**config.mk**
```make
export PLATFORM = sky130hd
export DESIGN_NAME = rx_da_filter
export DESIGN_NICKNAME = d
export VERILOG_FILES = /design/src/rtl/rx_da_filter_pkg.sv /design/src/rtl/rx_da_crc_hash.sv /design/src/rtl/rx_da_hash_bins.sv /design/src/rtl/rx_da_addr_table.sv /design/src/rtl/rx_da_filter.sv
export SDC_FILE = /design/constraint.sdc
export NUM_CORES = 1
export LEC_CHECK = 0
export BUFFER_PORTS_ARGS = -buffer_cell sky130_fd_sc_hd__buf_2
export CAP_MARGIN = 20
export CORE_ASPECT_RATIO = 0.9
export CORE_MARGIN = 3
export CORE_UTILIZATION = 55
export CTS_CLUSTER_DIAMETER = 200
export DETAILED_ROUTE_END_ITERATION = 10
export HOLD_SLACK_MARGIN = 0.1
export PLACE_DENSITY_LB_ADDON = 0.15
export SYNTH_ARGS = -nofsm -noshare
export SYNTH_HDL_FRONTEND = slang
export SYNTH_SLANG_ARGS = --single-unit
```
**constraint.sdc**
```tcl
create_clock -name clk -period 9.9 [get_ports clk]
set_input_delay 0 -clock clk [delete_from_list [all_inputs] [get_ports clk]]
set_output_delay 0 -clock clk [all_outputs]
set_load 0.1 [all_outputs]
```
**src/rtl/rx_da_filter_pkg.sv**
```systemverilog
package rx_da_filter_pkg;

   localparam int IDX_W      = 6;
   localparam int ADDR_W     = 48;
   localparam int WORD_W     = 32;
   localparam int HI_W       = ADDR_W - WORD_W;
   localparam logic [31:0] CRC_POLY_REFL = 32'hEDB8_8320;

   // write index map
   localparam logic [IDX_W-1:0] IDX_MODE = 6'd0;
   localparam logic [2:0]       IDX_HASH_TAG = 3'b001;  // 8..15

   typedef struct packed {
      logic bcast_drop;  // bit 3
      logic hash_mc;     // bit 2
      logic all_mc;      // bit 1
      logic promisc;     // bit 0
   } mode_t;

endpackage

```
**src/rtl/rx_da_crc_hash.sv**
```systemverilog
module rx_da_crc_hash
   import rx_da_filter_pkg::*;
#(
   parameter int HASH_BITS = 8
)(
   input  logic [ADDR_W-1:0]    addr,
   output logic [HASH_BITS-1:0] bin_idx
);

   logic [31:0] crc;

   always_comb begin
      logic [31:0] c;
      logic        fb;
      c = 32'hFFFF_FFFF;
      for (int i = 0; i < ADDR_W; i++) begin
         fb = c[0] ^ addr[i];
         c  = c >> 1;
         if (fb) c = c ^ CRC_POLY_REFL;
      end
      crc = c;
   end

   // top bits of the reversed complement are the low bits of the complement
   // taken in reverse order: index bit (HASH_BITS-1-j) = ~crc[j]
   for (genvar j = 0; j < HASH_BITS; j++) begin : g_idx
      assign bin_idx[HASH_BITS-1-j] = ~crc[j];
   end

endmodule

```
**src/rtl/rx_da_hash_bins.sv**
```systemverilog
module rx_da_hash_bins
   import rx_da_filter_pkg::*;
#(
   parameter int HASH_BITS = 8
)(
   input  logic                 clk,
   input  logic                 rst_n,
   input  logic                 wr_en,
   input  logic [2:0]           wr_word,
   input  logic [WORD_W-1:0]    wr_data,
   input  logic [HASH_BITS-1:0] bin_idx,
   output logic                 bin_set
);

   localparam int SEL_W   = HASH_BITS - 5;
   localparam int N_WORDS = 1 << SEL_W;

   if (HASH_BITS < 6 || HASH_BITS > 8) begin : g_bad_bits
      $error("rx_da_hash_bins: HASH_BITS must be 6, 7 or 8");
   end

   logic [WORD_W-1:0] bins_q [N_WORDS];
   logic [SEL_W-1:0]  sel;
   logic [4:0]        bit_pos;

   always_ff @(posedge clk) begin
      if (!rst_n) begin
         for (int w = 0; w < N_WORDS; w++) bins_q[w] <= '0;
      end else if (wr_en && (int'(wr_word) < N_WORDS)) begin
         bins_q[wr_word[SEL_W-1:0]] <= wr_data;
      end
   end

   assign sel     = bin_idx[HASH_BITS-1:5];
   assign bit_pos = bin_idx[4:0];
   assign bin_set = bins_q[sel][bit_pos];

endmodule

```
**src/rtl/rx_da_addr_table.sv**
```systemverilog
module rx_da_addr_table
   import rx_da_filter_pkg::*;
#(
   parameter int N_ENTRIES = 4
)(
   input  logic              clk,
   input  logic              rst_n,
   input  logic              wr_en,
   input  logic [3:0]        wr_entry,
   input  logic              wr_high,
   input  logic [WORD_W-1:0] wr_lo_data,
   input  logic [HI_W-1:0]   wr_hi_data,
   input  logic [ADDR_W-1:0] addr,
   output logic              hit
);

   if (N_ENTRIES < 1 || N_ENTRIES > 16) begin : g_bad_entries
      $error("rx_da_addr_table: N_ENTRIES must be 1..16");
   end

   logic [N_ENTRIES-1:0] match;

   for (genvar k = 0; k < N_ENTRIES; k++) begin : g_entry
      logic [WORD_W-1:0] lo_q;
      logic [HI_W-1:0]   hi_q;
      logic              in_use;

      always_ff @(posedge clk) begin
         if (!rst_n) begin
            lo_q <= '0;
            hi_q <= '0;
         end else if (wr_en && (int'(wr_entry) == k)) begin
            if (wr_high) hi_q <= wr_hi_data;
            else         lo_q <= wr_lo_data;
         end
      end

      assign in_use   = (|lo_q) | (|hi_q);
      assign match[k] = in_use && ({hi_q, lo_q} == addr);
   end

   assign hit = |match;

endmodule

```
**src/rtl/rx_da_filter.sv**
```systemverilog
module rx_da_filter
   import rx_da_filter_pkg::*;
#(
   parameter int HASH_BITS = 8,
   parameter int N_ENTRIES = 4
)(
   input  logic              clk,
   input  logic              rst_n,
   input  logic              da_valid,
   input  logic [47:0]       da,
   input  logic              wr_en,
   input  logic [5:0]        wr_idx,
   input  logic [31:0]       wr_data,
   output logic              dec_valid,
   output logic              dec_accept
);

   if (HASH_BITS < 6 || HASH_BITS > 8) begin : g_bad_hash
      $error("rx_da_filter: HASH_BITS must be 6, 7 or 8");
   end
   if (N_ENTRIES < 1 || N_ENTRIES > 16) begin : g_bad_tab
      $error("rx_da_filter: N_ENTRIES must be 1..16");
   end

   // ---------------- write decode ----------------
   mode_t mode_q;
   logic  wr_mode, wr_hash, wr_tab;

   assign wr_mode = wr_en && (wr_idx == IDX_MODE);
   assign wr_hash = wr_en && (wr_idx[5:3] == IDX_HASH_TAG);
   assign wr_tab  = wr_en && wr_idx[5];

   always_ff @(posedge clk) begin
      if (!rst_n)       mode_q <= '0;
      else if (wr_mode) mode_q <= mode_t'(wr_data[3:0]);
   end

   // ---------------- lookup paths ----------------
   logic [HASH_BITS-1:0] bin_idx;
   logic                 bin_set;
   logic                 tab_hit;

   rx_da_crc_hash #(.HASH_BITS(HASH_BITS)) u_crc (
      .addr    (da),
      .bin_idx (bin_idx)
   );

   rx_da_hash_bins #(.HASH_BITS(HASH_BITS)) u_bins (
      .clk     (clk),
      .rst_n   (rst_n),
      .wr_en   (wr_hash),
      .wr_word (wr_idx[2:0]),
      .wr_data (wr_data),
      .bin_idx (bin_idx),
      .bin_set (bin_set)
   );

   rx_da_addr_table #(.N_ENTRIES(N_ENTRIES)) u_tab (
      .clk        (clk),
      .rst_n      (rst_n),
      .wr_en      (wr_tab),
      .wr_entry   (wr_idx[4:1]),
      .wr_high    (wr_idx[0]),
      .wr_lo_data (wr_data),
      .wr_hi_data (wr_data[HI_W-1:0]),
      .addr       (da),
      .hit        (tab_hit)
   );

   // ---------------- policy ----------------
   logic is_group, is_bcast, accept_d;

   assign is_group = da[0];
   assign is_bcast = &da;

   always_comb begin
      if (mode_q.promisc)   accept_d = 1'b1;
      else if (is_bcast)    accept_d = !mode_q.bcast_drop;
      else if (is_group)    accept_d = mode_q.all_mc | (mode_q.hash_mc & bin_set);
      else                  accept_d = tab_hit;
   end

   always_ff @(posedge clk) begin
      if (!rst_n) begin
         dec_valid  <= 1'b0;
         dec_accept <= 1'b0;
      end else begin
         dec_valid  <= da_valid;
         dec_accept <= da_valid & accept_d;
      end
   end

   // ---------------- assertions ----------------
   AST_VALID_FOLLOWS: assert property (@(posedge clk) disable iff (!rst_n)
      da_valid |=> dec_valid);
   AST_NO_SPURIOUS: assert property (@(posedge clk) disable iff (!rst_n)
      !da_valid |=> !dec_valid);
   AST_PROMISC_PASS: assert property (@(posedge clk) disable iff (!rst_n)
      (da_valid && mode_q.promisc) |=> dec_accept);
   AST_BCAST_PASS: assert property (@(posedge clk) disable iff (!rst_n)
      (da_valid && (&da) && !mode_q.bcast_drop) |=> dec_accept);
   AST_MCAST_ALL: assert property (@(posedge clk) disable iff (!rst_n)
      (da_valid && da[0] && mode_q.all_mc && !mode_q.bcast_drop) |=> dec_accept);
   AST_ZERO_DROP: assert property (@(posedge clk) disable iff (!rst_n)
      (da_valid && (da == 48'h0) && !mode_q.promisc) |=> !dec_accept);

endmodule

```
; After elaboration in Yosys (flattened, before gate mapping)
; Memory sizes are Yosys's and may differ from the RTL's.
; Cells that the tools add are included.
[word_totals]
ff_bits = 198
mem_bits_rw = 256
elab_cells = 227
n_memories = 1
[classes]
order_cmp = 1
eq_ne = 8
mux = 60
bitwise_logic = 110
n_reduce_logical = 33
[mem_list]
columns = name, words, word_bits, read_ports, rd_clocked_by_memory_dff, write_ports, line_no
row1 = u_bins.bins_q, 8, 32, 1, 0, 8, rx_da_hash_bins.sv:22  ; logic [WORD_W-1:0] bins_q [N_WORDS];
[op_table]
columns = cell, count
row1 = $mux 32, 25
row2 = $not 13->14, 23
row3 = $eq 48x48->1, 4
row4 = $reduce_or 32->1, 5
row5 = $mux 16, 4
row6 = $reduce_or 16->1, 4
row7 = $mux 10, 6
row8 = $mux 28, 2
row9 = $mux 25, 2
row10 = $reduce_and 48->1, 1
row11 = $xor 1x1->1, 47
row12 = $mux 22, 2
row13 = $mux 31, 1
row14 = $mux 30, 1
row15 = $mux 27, 1
row16 = $mux 24, 1
row17 = $not 11->11, 2
row18 = $mux 21, 1
row19 = $mux 20, 1
row20 = $not 3->3, 6
row21 = $not 9->9, 2
row22 = $not 4->4, 4
row23 = $reduce_and 2->1, 8
row24 = $not 7->7, 2
row25 = other kinds (24), 57

; Depth between registers and ports, before layout
; Gate-level depths: netlist (run 1).
; An unclocked memory read counts as a cell.
[logic_depth]
depth_word = 105
ltp_mapped = 20

; Cells and area by module
; From an unflattened synthesis (run 1), not the netlist that was laid out.
[unflattened]
hier_cells = 2154
hier_area_um2 = 24636.1
[modules_own_cells]
columns = module, n_inst, cells_each, area_each_um2
row1 = rx_da_hash_bins, 1, 755, 11613.6
row2 = rx_da_addr_table, 1, 1134, 9651.8
row3 = rx_da_crc_hash, 1, 223, 2996.6
row4 = rx_da_filter, 1, 42, 374.1

; Worst setup path after synthesis (run 1)
; OpenSTA, ideal clock, no wires.
[synth_timing]
path_kind = input-to-reg
from = in da[0]
to = reg dec_accept
setup_time_ps = 137
arrival_time_ps = 4688
required_time_ps = 9763
setup_slack_ps = 5074
path_stages = 15
n_path_buf = 2
path_cell_list = ha_1 > clkbuf_1 > xnor3_1 > xnor2_1 > xnor3_1 > xor2_1 > xnor3_1 > xnor3_1 > xnor2_2 > xnor2_2 > buf_6 > mux4_1 > mux4_2 > a2111oi_2 > a32oi_1
[synth_between]
elab_chain_cells = 76
[synth_lines]
columns = item, line_no
row1 = start: declaration, rx_da_filter.sv:10  ; input logic [47:0] da,
row2 = branches (longest 73 deep; another with $mux 32), -
row3 = $mux 1 *, rx_da_filter.sv:78  ; else if (is_bcast) accept_d = !mode_q.bcast_drop;
row4 = $mux 1 *, rx_da_filter.sv:77  ; if (mode_q.promisc) accept_d = 1'b1;
row5 = $and 1x1->1 *, rx_da_filter.sv:89  ; dec_accept <= da_valid & accept_d;
row6 = end signal: assignment, rx_da_filter.sv:89
row7 = end: declaration, rx_da_filter.sv:15  ; output logic dec_accept
; Every way passes the cells marked *. The select of a mux whose other input is x is not followed.
; A chain may end at the register's enable or synchronous reset.

; Worst setup path in the final report (run 1)
; Ends and elaborated chain as after synthesis.

==> flow_summary.json, run 1 <==
{
  "run_status": "finished clean",
  "crit_start": "da[0]",
  "drc": 0,
  "n_antenna_cell": 0,
  "worstPathRequired_ns": 10.36,
  "stdcell_area_um2": 28100,
  "slew_viol_final": 0,
  "synth_warnings": 0,
  "cts_resized": 0,
  "grt_util_all_layers": 0.343,
  "die_x_um": 233,
  "place_hpwl_um": 54400,
  "worst_pin_slew_ns": 1.07,
  "cts_buffer_depth": 3,
  "finalSetupTns_ns": 0,
  "cap_violations": 0,
  "synth_fp_nets": 2441,
  "fin_skew_ns": 0.0245,
  "whs_ns": 0.128,
  "hold_violations": 0,
  "placed_area_um2": 26200,
  "crit_arrival_ns": 6.10,
  "rows": 74,
  "ctsRootBufferMaster": "clkbuf_16",
  "cp_max_fo": 51,
  "synthDistinctLibCells": 64,
  "finalCritPeriodShare": 0.570,
  "die_h_um": 210,
  "start_kind": "input port",
  "grt_max_degree": 108,
  "postSynthAreaPerCell_um2": 10.9,
  "synth_edf_count": 256,
  "vias_per_cell": 6.25,
  "cpLargestDelayFamily": "XOR/XNOR gates",
  "io_pins": 92,
  "synth_area_um2": 25500,
  "critical_path_buf_inv_count": 2,
  "cts_buffers": 48,
  "coreArea_um2": 45600,
  "setup.worst_path.class": "in -> reg",
  "grt_pass1_vias": 18100,
  "max_stage_delay_ns": 0.64,
  "synthCells": 2348,
  "die-area_um2": 49000,
  "rsz0062_at_grt": "no",
  "period_needed_ns": 5.64,
  "async_reset_ff_frac": 0,
  "r2r-start": "u_tab.g_entry[3].lo_q[2]",
  "seq_area_frac_synth": 0.456,
  "postRouteAntennaNets": 0,
  "cts.reportedPaths.clkPinSlew_ns": 0.06,
  "gr-total-overflow": 0,
  "finalWirelength_um": 84700,
  "min_path_type": "in -> reg",
  "place_ws_ns": 3.63,
  "layout.nets": 2452,
  "antenna_found_initial": 0,
  "area_delta_synth_final_pct": 9.97,
  "cts_tree": "built",
  "initial_core_util": 0.559,
  "cp_common_cell": "xnor3_1",
  "drt-initial-drc-count": 2529,
  "slowest_stage": "mux4_1",
  "final_cell_mix": "427 x nand2_1, 256 x edfxtp_1, 233 x xor2_1",
  "vias": 18700,
  "io_buffers": 91,
  "cts_setup_buffers": 0,
  "htreeDepth": 2,
  "drive_gt1_frac": 0.121,
  "grt_pass1_wl_um": 122000,
  "dominantRegCellSynth": "edfxtp_1",
  "ys_ff_latch": 454,
  "crit_chain": "buf_2 -> ha_1 -> xnor3_1 -> xnor2_1 -> xnor3_1 -> xor2_1 -> xnor3_1 -> xnor3_1 -> xnor2_2 -> xnor2_4 -> buf_4 -> mux4_1 -> nor2b_1 -> a2111oi_0 -> o21ai_1 -> a41oi_1 -> nand2_1 -> nand4_1 -> a32oi_1",
  "worstSkewPairLatency_ns": 0.60,
  "setup_ws_ns": 4.26,
  "relSlewSlack": 0.274,
  "routedWlPerCell_um": 28.2,
  "first_pass_iters": 6,
  "end_kind": "flip-flop",
  "final_common_cell": "nand2_1",
  "cts_sinks": 454,
  "fmax_mhz": 177,
  "worstHoldStart": "rst_n",
  "gp_congestion": 0.993,
  "setup_viol": 0
}
==> cell type report <==
| class | instances | area (um2) |
|---|---|---|
| Timing Repair Buffer | 158 | 1100 |
| Fill cell | 3631 | 17600 |
| Inverter | 2 | 7.51 |
| Tap cell | 608 | 761 |
| Clock inverter | 12 | 118 |
| Multi-Input combinational cell | 1695 | 13100 |
| Clock buffer | 68 | 1300 |
| Sequential cell | 454 | 11700 |
==> final timing paths <==
check | endpoint | slack, ns | depth (start not counted)
setup / recovery | dec_accept | 4.26 | 19
hold / removal | u_tab.g_entry[2].hi_q[2] | 0.13 | 2
setup reg to reg | dec_accept | 6.18 | 11
hold reg to reg | u_tab.g_entry[2].lo_q[5] | 0.50 | 2
==> cells in the mapped netlist (all sizes together), types with 41 or more instances <==
| cell type | count | share of area |
|---|---|---|
| dfxtp | 198 | 0.16 |
| xnor2 | 141 | 0.056 |
| edfxtp | 256 | 0.30 |
| mux2i | 55 | 0.022 |
| and2 | 229 | 0.056 |
| nor4 | 103 | 0.025 |
| a21boi | 192 | 0.056 |
| xnor3 | 51 | 0.046 |
| clkbuf | 158 | 0.023 |
| nand2 | 427 | 0.063 |
| xor2 | 238 | 0.084 |
| mux4 | 41 | 0.037 |
==> per-layer routing <==
layer | vias to the layer above | track usage | wire length, um
met5 | - | 0 | 0
met4 | 0 | 0.117 | 3070
met3 | 198 | 0.0951 | 10400
met2 | 1118 | 0.504 | 36600
met1 | 9287 | 0.492 | 34600
li1 | 8121 | - | -
==> per-stage QoR <==
stage / std cells / utilization
2_1_floorplan: 2348 / -
3_5_place_dp: 2875 / 0.574
5_1_grt: 2997 / 0.615
3_3_place_gp: 2874 / 0.574
6_report: 2997 / 0.615
4_1_cts: 2992 / 0.613
==> flip-flops by register name (all words and copies together), names as in the netlist <==
| register | count |
|---|---|
| mode_q | 4 |
| u_tab.g_entry.hi_q | 64 |
| dec_valid | 1 |
| u_bins.bins_q | 256 |
| dec_accept | 1 |
| u_tab.g_entry.lo_q | 128 |
==> kinds of logic (layout without fill, tap and decap cells) <==
family	after synthesis	count (layout)	share of synthesized area
xor+xnor	442	442	0.198
buf+inv	199	240	0.0347
mux	97	97	0.0589
simple gates	904	904	0.177
fa+ha+maj	3	3	0.00147
flops	454	454	0.456
compound gates	249	249	0.0737
==> repair_timing <==
| item | 4_1_cts | 5_1_grt |
|---|---|---|
| hold endpoints to repair | 433 | 0 |
| endpoints found under the setup margin | 0 | 0 |
| hold buffers | 37 | 0 |
Power of run 1 is not shown: default switching activity piles up to over one toggle a cycle in this logic, so the estimate is an artifact.
==> run 2, diff against run 1 <==
- clock period: 9.9 -> 5.45 ns (I/O delays scaled with it)
==> run 2 against run 1 <==
Net effect: via count grew 1.2%; hold slack gained 0.027 ns; sequential cell count is the same; first-iteration DRC count shrank 2.8%; utilization grew 1.6 points; final area grew 2.6%; critical path depth shrank 1; critical path type unchanged; clock skew shrank 0.012 ns; setup slack lost 3.7 ns; non-clock buffer count grew 80.
==> flow_summary.json, run 2 (synthesis results as in run 1) <==
{
  "run_status": "finished clean",
  "cts_buffer_depth": 3,
  "slew_viol_final": 0,
  "final_common_cell": "nand2_1",
  "crit_chain": "buf_2 -> xnor2_1 -> xnor3_1 -> xnor3_2 -> xor2_1 -> xnor2_1 -> xnor3_2 -> xnor2_4 -> xnor2_4 -> buf_12 -> mux4_1 -> mux2i_1 -> nand2_1 -> a211o_1 -> a41oi_1 -> nand2_1 -> nand4_1 -> a32oi_1",
  "cap_violations": 0,
  "min_path_type": "in -> reg",
  "relSlewSlack": 0.250,
  "critical_path_buf_inv_count": 2,
  "initial_core_util": 0.559,
  "crit_end": "dec_accept",
  "setup.worst_path.class": "in -> reg",
  "rows": 74,
  "routedWlPerCell_um": 27.8,
  "cp_num_cells": 18,
  "io_buffers": 91,
  "ctsRootBufferMaster": "clkbuf_16",
  "largest_register_ffs": 256,
  "grt_pass1_vias": 18600,
  "setup_ws_ns": 0.570,
  "cts_buffers": 47,
  "reg_top3": "u_bins.bins_q x256, u_tab.g_entry.lo_q x128, u_tab.g_entry.hi_q x64",
  "vias": 19000,
  "worst_pin_slew_ns": 1.13,
  "first_pass_iters": 6,
  "start_kind": "input port",
  "end_kind": "flip-flop",
  "antenna_found_initial": 1,
  "gr-total-overflow": 0,
  "whs_ns": 0.155,
  "worstPathRequired_ns": 5.90,
  "grt_pass1_wl_um": 125000,
  "fmax_mhz": 205,
  "worstHoldStart": "wr_idx[4]",
  "vias_per_cell": 6.15,
  "cpLargestDelayFamily": "XOR/XNOR gates",
  "layout.nets": 2531,
  "n_antenna_cell": 0,
  "period_needed_ns": 4.88,
  "setup_viol": 0,
  "r2r-start": "u_tab.g_entry[3].lo_q[9]",
  "regToRegSetupSlack_ns": 2.08,
  "die_x_um": 233,
  "grt_util_all_layers": 0.349,
  "gp_congestion": 0.975,
  "worstSkewPairLatency_ns": 0.59,
  "rsz0062_at_grt": "no",
  "finalCritPeriodShare": 0.895,
  "postRouteAntennaNets": 0,
  "die-area_um2": 49000,
  "fin_skew_ns": 0.0122,
  "place_hpwl_um": 57100,
  "post-route-util": 0.631,
  "cts.reportedPaths.clkPinSlew_ns": 0.06,
  "final_cell_mix": "427 x nand2_1, 256 x edfxtp_1, 233 x xor2_1",
  "coreArea_um2": 45600,
  "drt-initial-drc-count": 2458,
  "htreeDepth": 2,
  "area_delta_synth_final_pct": 12.8,
  "finalWirelength_um": 85700,
  "hold_violations": 0,
  "io_pins": 92,
  "reg2reg_depth": 11,
  "drive_gt1_frac": 0.152,
  "cts_setup_buffers": 0,
  "cp_max_fo": 17,
  "max_stage_delay_ns": 0.58,
  "r2r-end": "dec_accept",
  "die_h_um": 210,
  "crit_arrival_ns": 5.33,
  "top_register": "u_bins.bins_q",
  "fin_cells": 3082,
  "dp.cells": 2960,
  "grt_max_degree": 87,
  "place_ws_ns": -0.00512,
  "cts_tree": "built",
  "slowest_stage": "mux4_1",
  "crit_start": "da[16]",
  "drc": 0,
  "cts_sinks": 454
}
## run 2: area by class of cell
class | instances | area (um2)
multi-input combinational | 1695 | 13100
sequential | 454 | 11700
clock buffer | 63 | 1290
inverter | 2 | 7.51
tap | 608 | 761
clock inverter | 22 | 248
fill | 3633 | 16800
timing repair buffer | 238 | 1710
## run 2: stage by stage
stage               setup TNS, ns  cell area, um2
global placement         -0.00423           26900
finish                          0           28800
floorplan                       0           25500
global route                    0           28800
detailed placement       -0.00512           26900
CTS                             0           28800
## run 2: worst min path at each step
stage               depth (start not counted)  slack [ns]                         to
detailed placement                          3        0.40  u_tab.g_entry[0].lo_q[22]
finish                                      6        0.15  u_tab.g_entry[1].hi_q[13]
global placement                            3        0.39  u_tab.g_entry[3].lo_q[22]
floorplan                                   2        0.14  u_tab.g_entry[0].hi_q[10]
CTS                                         6        0.10  u_tab.g_entry[1].hi_q[13]
global route                                5        0.18   u_tab.g_entry[0].hi_q[4]
## run 2: what timing repair did
action / in CTS / in global routing
hold buffers: 37 / 0
endpoints found under the hold margin: 427 / 0
gates resized for setup: 0 / 0
## run 2: worst register-to-register path, stage by stage (launching register included)
cell and delay (ns):
dfxtp_1 0.33, nor4_1 0.44, nand4_1 0.14, nor3_1 0.25, nor4_1 0.18, or4_1 0.60, o21a_1 0.24, a211o_1 0.30
nand2_1 0.12, nand3_1 0.10, a2111oi_2 0.38, a32oi_1 0.16
## run 2: layer usage
metal,GRT usage,up-vias,part of all wire
li1,-,8290,-
met1,0.499,9285,0.41
met2,0.505,1124,0.43
met3,0.0900,251,0.12
met4,0.150,2,0.050
met5,0,-,0.00014
Power of run 2 is left out for the same reason.
==> run 3, diff against run 2 <==
- ABC_AREA: not set -> 1
==> run 3 against run 2 <==
Net effect: first-iteration DRC count up 46%; hold slack worse by 0.042 ns; global-route usage up 2.1 points; largest cell class unchanged; highest routed layer is now met4.
==> flow_summary.json, run 3 <==
{
  "worst_pin_slew_ns": 1.13,
  "place_hpwl_um": 72000,
  "synth_area_um2": 27500,
  "placed_area_um2": 28900,
  "vias": 26600,
  "cts_setup_buffers": 0,
  "synth.most_common_cell": "nand2_1",
  "die_x_um": 242,
  "crit_arrival_ns": 5.57,
  "first_pass_iters": 9,
  "grt_pass1_vias": 24300,
  "ctsRootBufferMaster": "clkbuf_16",
  "setup.worst_path.class": "in -> reg",
  "dp.cells": 4313,
  "cap_violations": 0,
  "start_kind": "input port",
  "cp_common_cell": "nand2_1",
  "final_common_cell": "nand2_1",
  "gp_congestion": 1.02,
  "relSlewSlack": 0.243,
  "min_path_type": "in -> reg",
  "cp_max_fo": 17,
  "grt_max_degree": 106,
  "slew_viol_final": 0,
  "antenna_found_initial": 3,
  "hold_violations": 0,
  "htreeDepth": 2,
  "top_register": "u_bins.bins_q",
  "grt_pass1_wl_um": 149000,
  "coreArea_um2": 49200,
  "max_stage_delay_ns": 0.47,
  "postSynthAreaPerCell_um2": 7.56,
  "fin_skew_ns": 0.0450,
  "largest_register_ffs": 256,
  "finalWirelength_um": 100000,
  "io_pins": 92,
  "cts_sinks": 454,
  "worstSkewPairLatency_ns": 0.61,
  "synthDistinctLibCells": 43,
  "area_delta_synth_final_pct": 12.7,
  "synth_top_area_frac": 0.280,
  "worstPathRequired_ns": 5.95,
  "layout.nets": 3829,
  "vias_per_cell": 5.99,
  "rsz0062_at_grt": "no",
  "die-area_um2": 52700,
  "cts_buffers": 47,
  "cts_tree": "built",
  "n_antenna_cell": 0,
  "drt-initial-drc-count": 3592,
  "initial_core_util": 0.558,
  "slowest_stage": "ha_1",
  "grt_util_all_layers": 0.370,
  "fill_cells": 4334,
  "stdcell_area_um2": 30900,
  "run_status": "finished clean",
  "synthTopCellsByArea": "edfxtp_1 28%, dfxtp_1 14%, nand2_1 12%",
  "synth_warnings": 0,
  "ys_ff_latch": 454,
  "synthCells": 3635,
  "fmax_mhz": 197,
  "period_needed_ns": 5.07,
  "fin_cells": 4445,
  "drc": 0,
  "final_cell_mix": "840 x nand2_1, 524 x nand3_1, 325 x nor2_1",
  "postRouteAntennaNets": 0,
  "synth_fp_nets": 3728,
  "rows": 77,
  "place_ws_ns": 0.0304,
  "reg_top3": "u_bins.bins_q x256, u_tab.g_entry.lo_q x128, u_tab.g_entry.hi_q x64",
  "netlist_top_cells_count": "849 x nand2_1, 527 x nand3_1, 325 x nor2_1",
  "dominantRegCellSynth": "edfxtp_1",
  "io_buffers": 91,
  "die_h_um": 218,
  "whs_ns": 0.112,
  "async_reset_ff_frac": 0,
  "finalCritPeriodShare": 0.929,
  "routedWlPerCell_um": 22.6,
  "setup_viol": 0,
  "drive_gt1_frac": 0.122,
  "yosysTopAreaCell": "edfxtp_1",
  "cts_buffer_depth": 3,
  "gr-total-overflow": 0,
  "setup_ws_ns": 0.385,
  "synth_edf_count": 256,
  "cts.reportedPaths.clkPinSlew_ns": 0.06,
  "end_kind": "flip-flop",
  "seq_area_frac_synth": 0.424
}
[run 3: changes by cell type after synthesis, sizes merged, moves of 48 or more]
cell / delta
nor4: -48
o21ai: +188
xnor3: -51
mux2i: -55
xnor2: -48
inv: +295
nand3: +544
xor2: -82
a21oi: +211
and2: -229
nand2: +522
nor2: +305
a21boi: -192
[run 3: cell type report]
class | instances | area (um2) | area share
well taps | 671 | 840 | 0.0271
inverters | 329 | 1240 | 0.0401
multi-input cells | 2666 | 13700 | 0.444
flip-flops and latches | 454 | 11700 | 0.376
repair buffers | 238 | 1940 | 0.0628
clock buffers | 64 | 1280 | 0.0414
clock inverters | 23 | 254 | 0.00821
[run 3: kinds of logic (layout without fill, tap and decap cells)]
group / after synthesis / in the layout / share of synthesized area
simple gates: 2000 / 2000 / 0.335
compound gates: 414 / 414 / 0.0765
xor+xnor: 249 / 249 / 0.0847
fa+ha+maj: 3 / 3 / 0.00137
buf+inv: 515 / 654 / 0.0780
flops: 454 / 454 / 0.424
[run 3: path summary, 6_finish.rpt]
path	from	end	slack (ns)	depth (start not counted)
max	da[0]	dec_accept	0.38	43
min	wr_idx[2]	u_tab.g_entry[1].hi_q[2]	0.11	5
max reg2reg	u_tab.g_entry[2].hi_q[2]	dec_accept	2.05	10
min reg2reg	u_tab.g_entry[1].lo_q[26]	u_tab.g_entry[1].lo_q[26]	0.48	2
[run 3: what timing repair did]
item	in CTS	in global routing
resized for setup	0	2
setup endpoints to repair	0	1
hold buffers	38	3
hold endpoints to repair	368	1
[run 3: worst max-delay path, delay by kind of cell]
kind	cells	cell delay [ns]
fa+ha+maj	1	0.47
buf+inv	6	0.95
compound gates	1	0.10
simple gates	35	4.03
[run 3: per-layer routing]
| layer | up-vias | share of wire | track usage |
|---|---|---|---|
| met3 | 215 | 0.12 | 0.0851 |
| met5 | - | 0 | 0 |
| met1 | 12600 | 0.43 | 0.547 |
| met2 | 1557 | 0.42 | 0.537 |
| li1 | 12200 | - | - |
| met4 | 0 | 0.030 | 0.114 |
[run 3: metrics by stage]
| stage | setup TNS [ns] | utilization |
|---|---|---|
| 6_report | 0 | 0.629 |
| 2_1_floorplan | 0 | - |
| 3_5_place_dp | 0 | 0.587 |
| 5_1_grt | 0 | 0.629 |
| 4_1_cts | 0 | 0.626 |
| 3_3_place_gp | -0.0462 | 0.587 |
Power of run 3 is left out for the same reason.
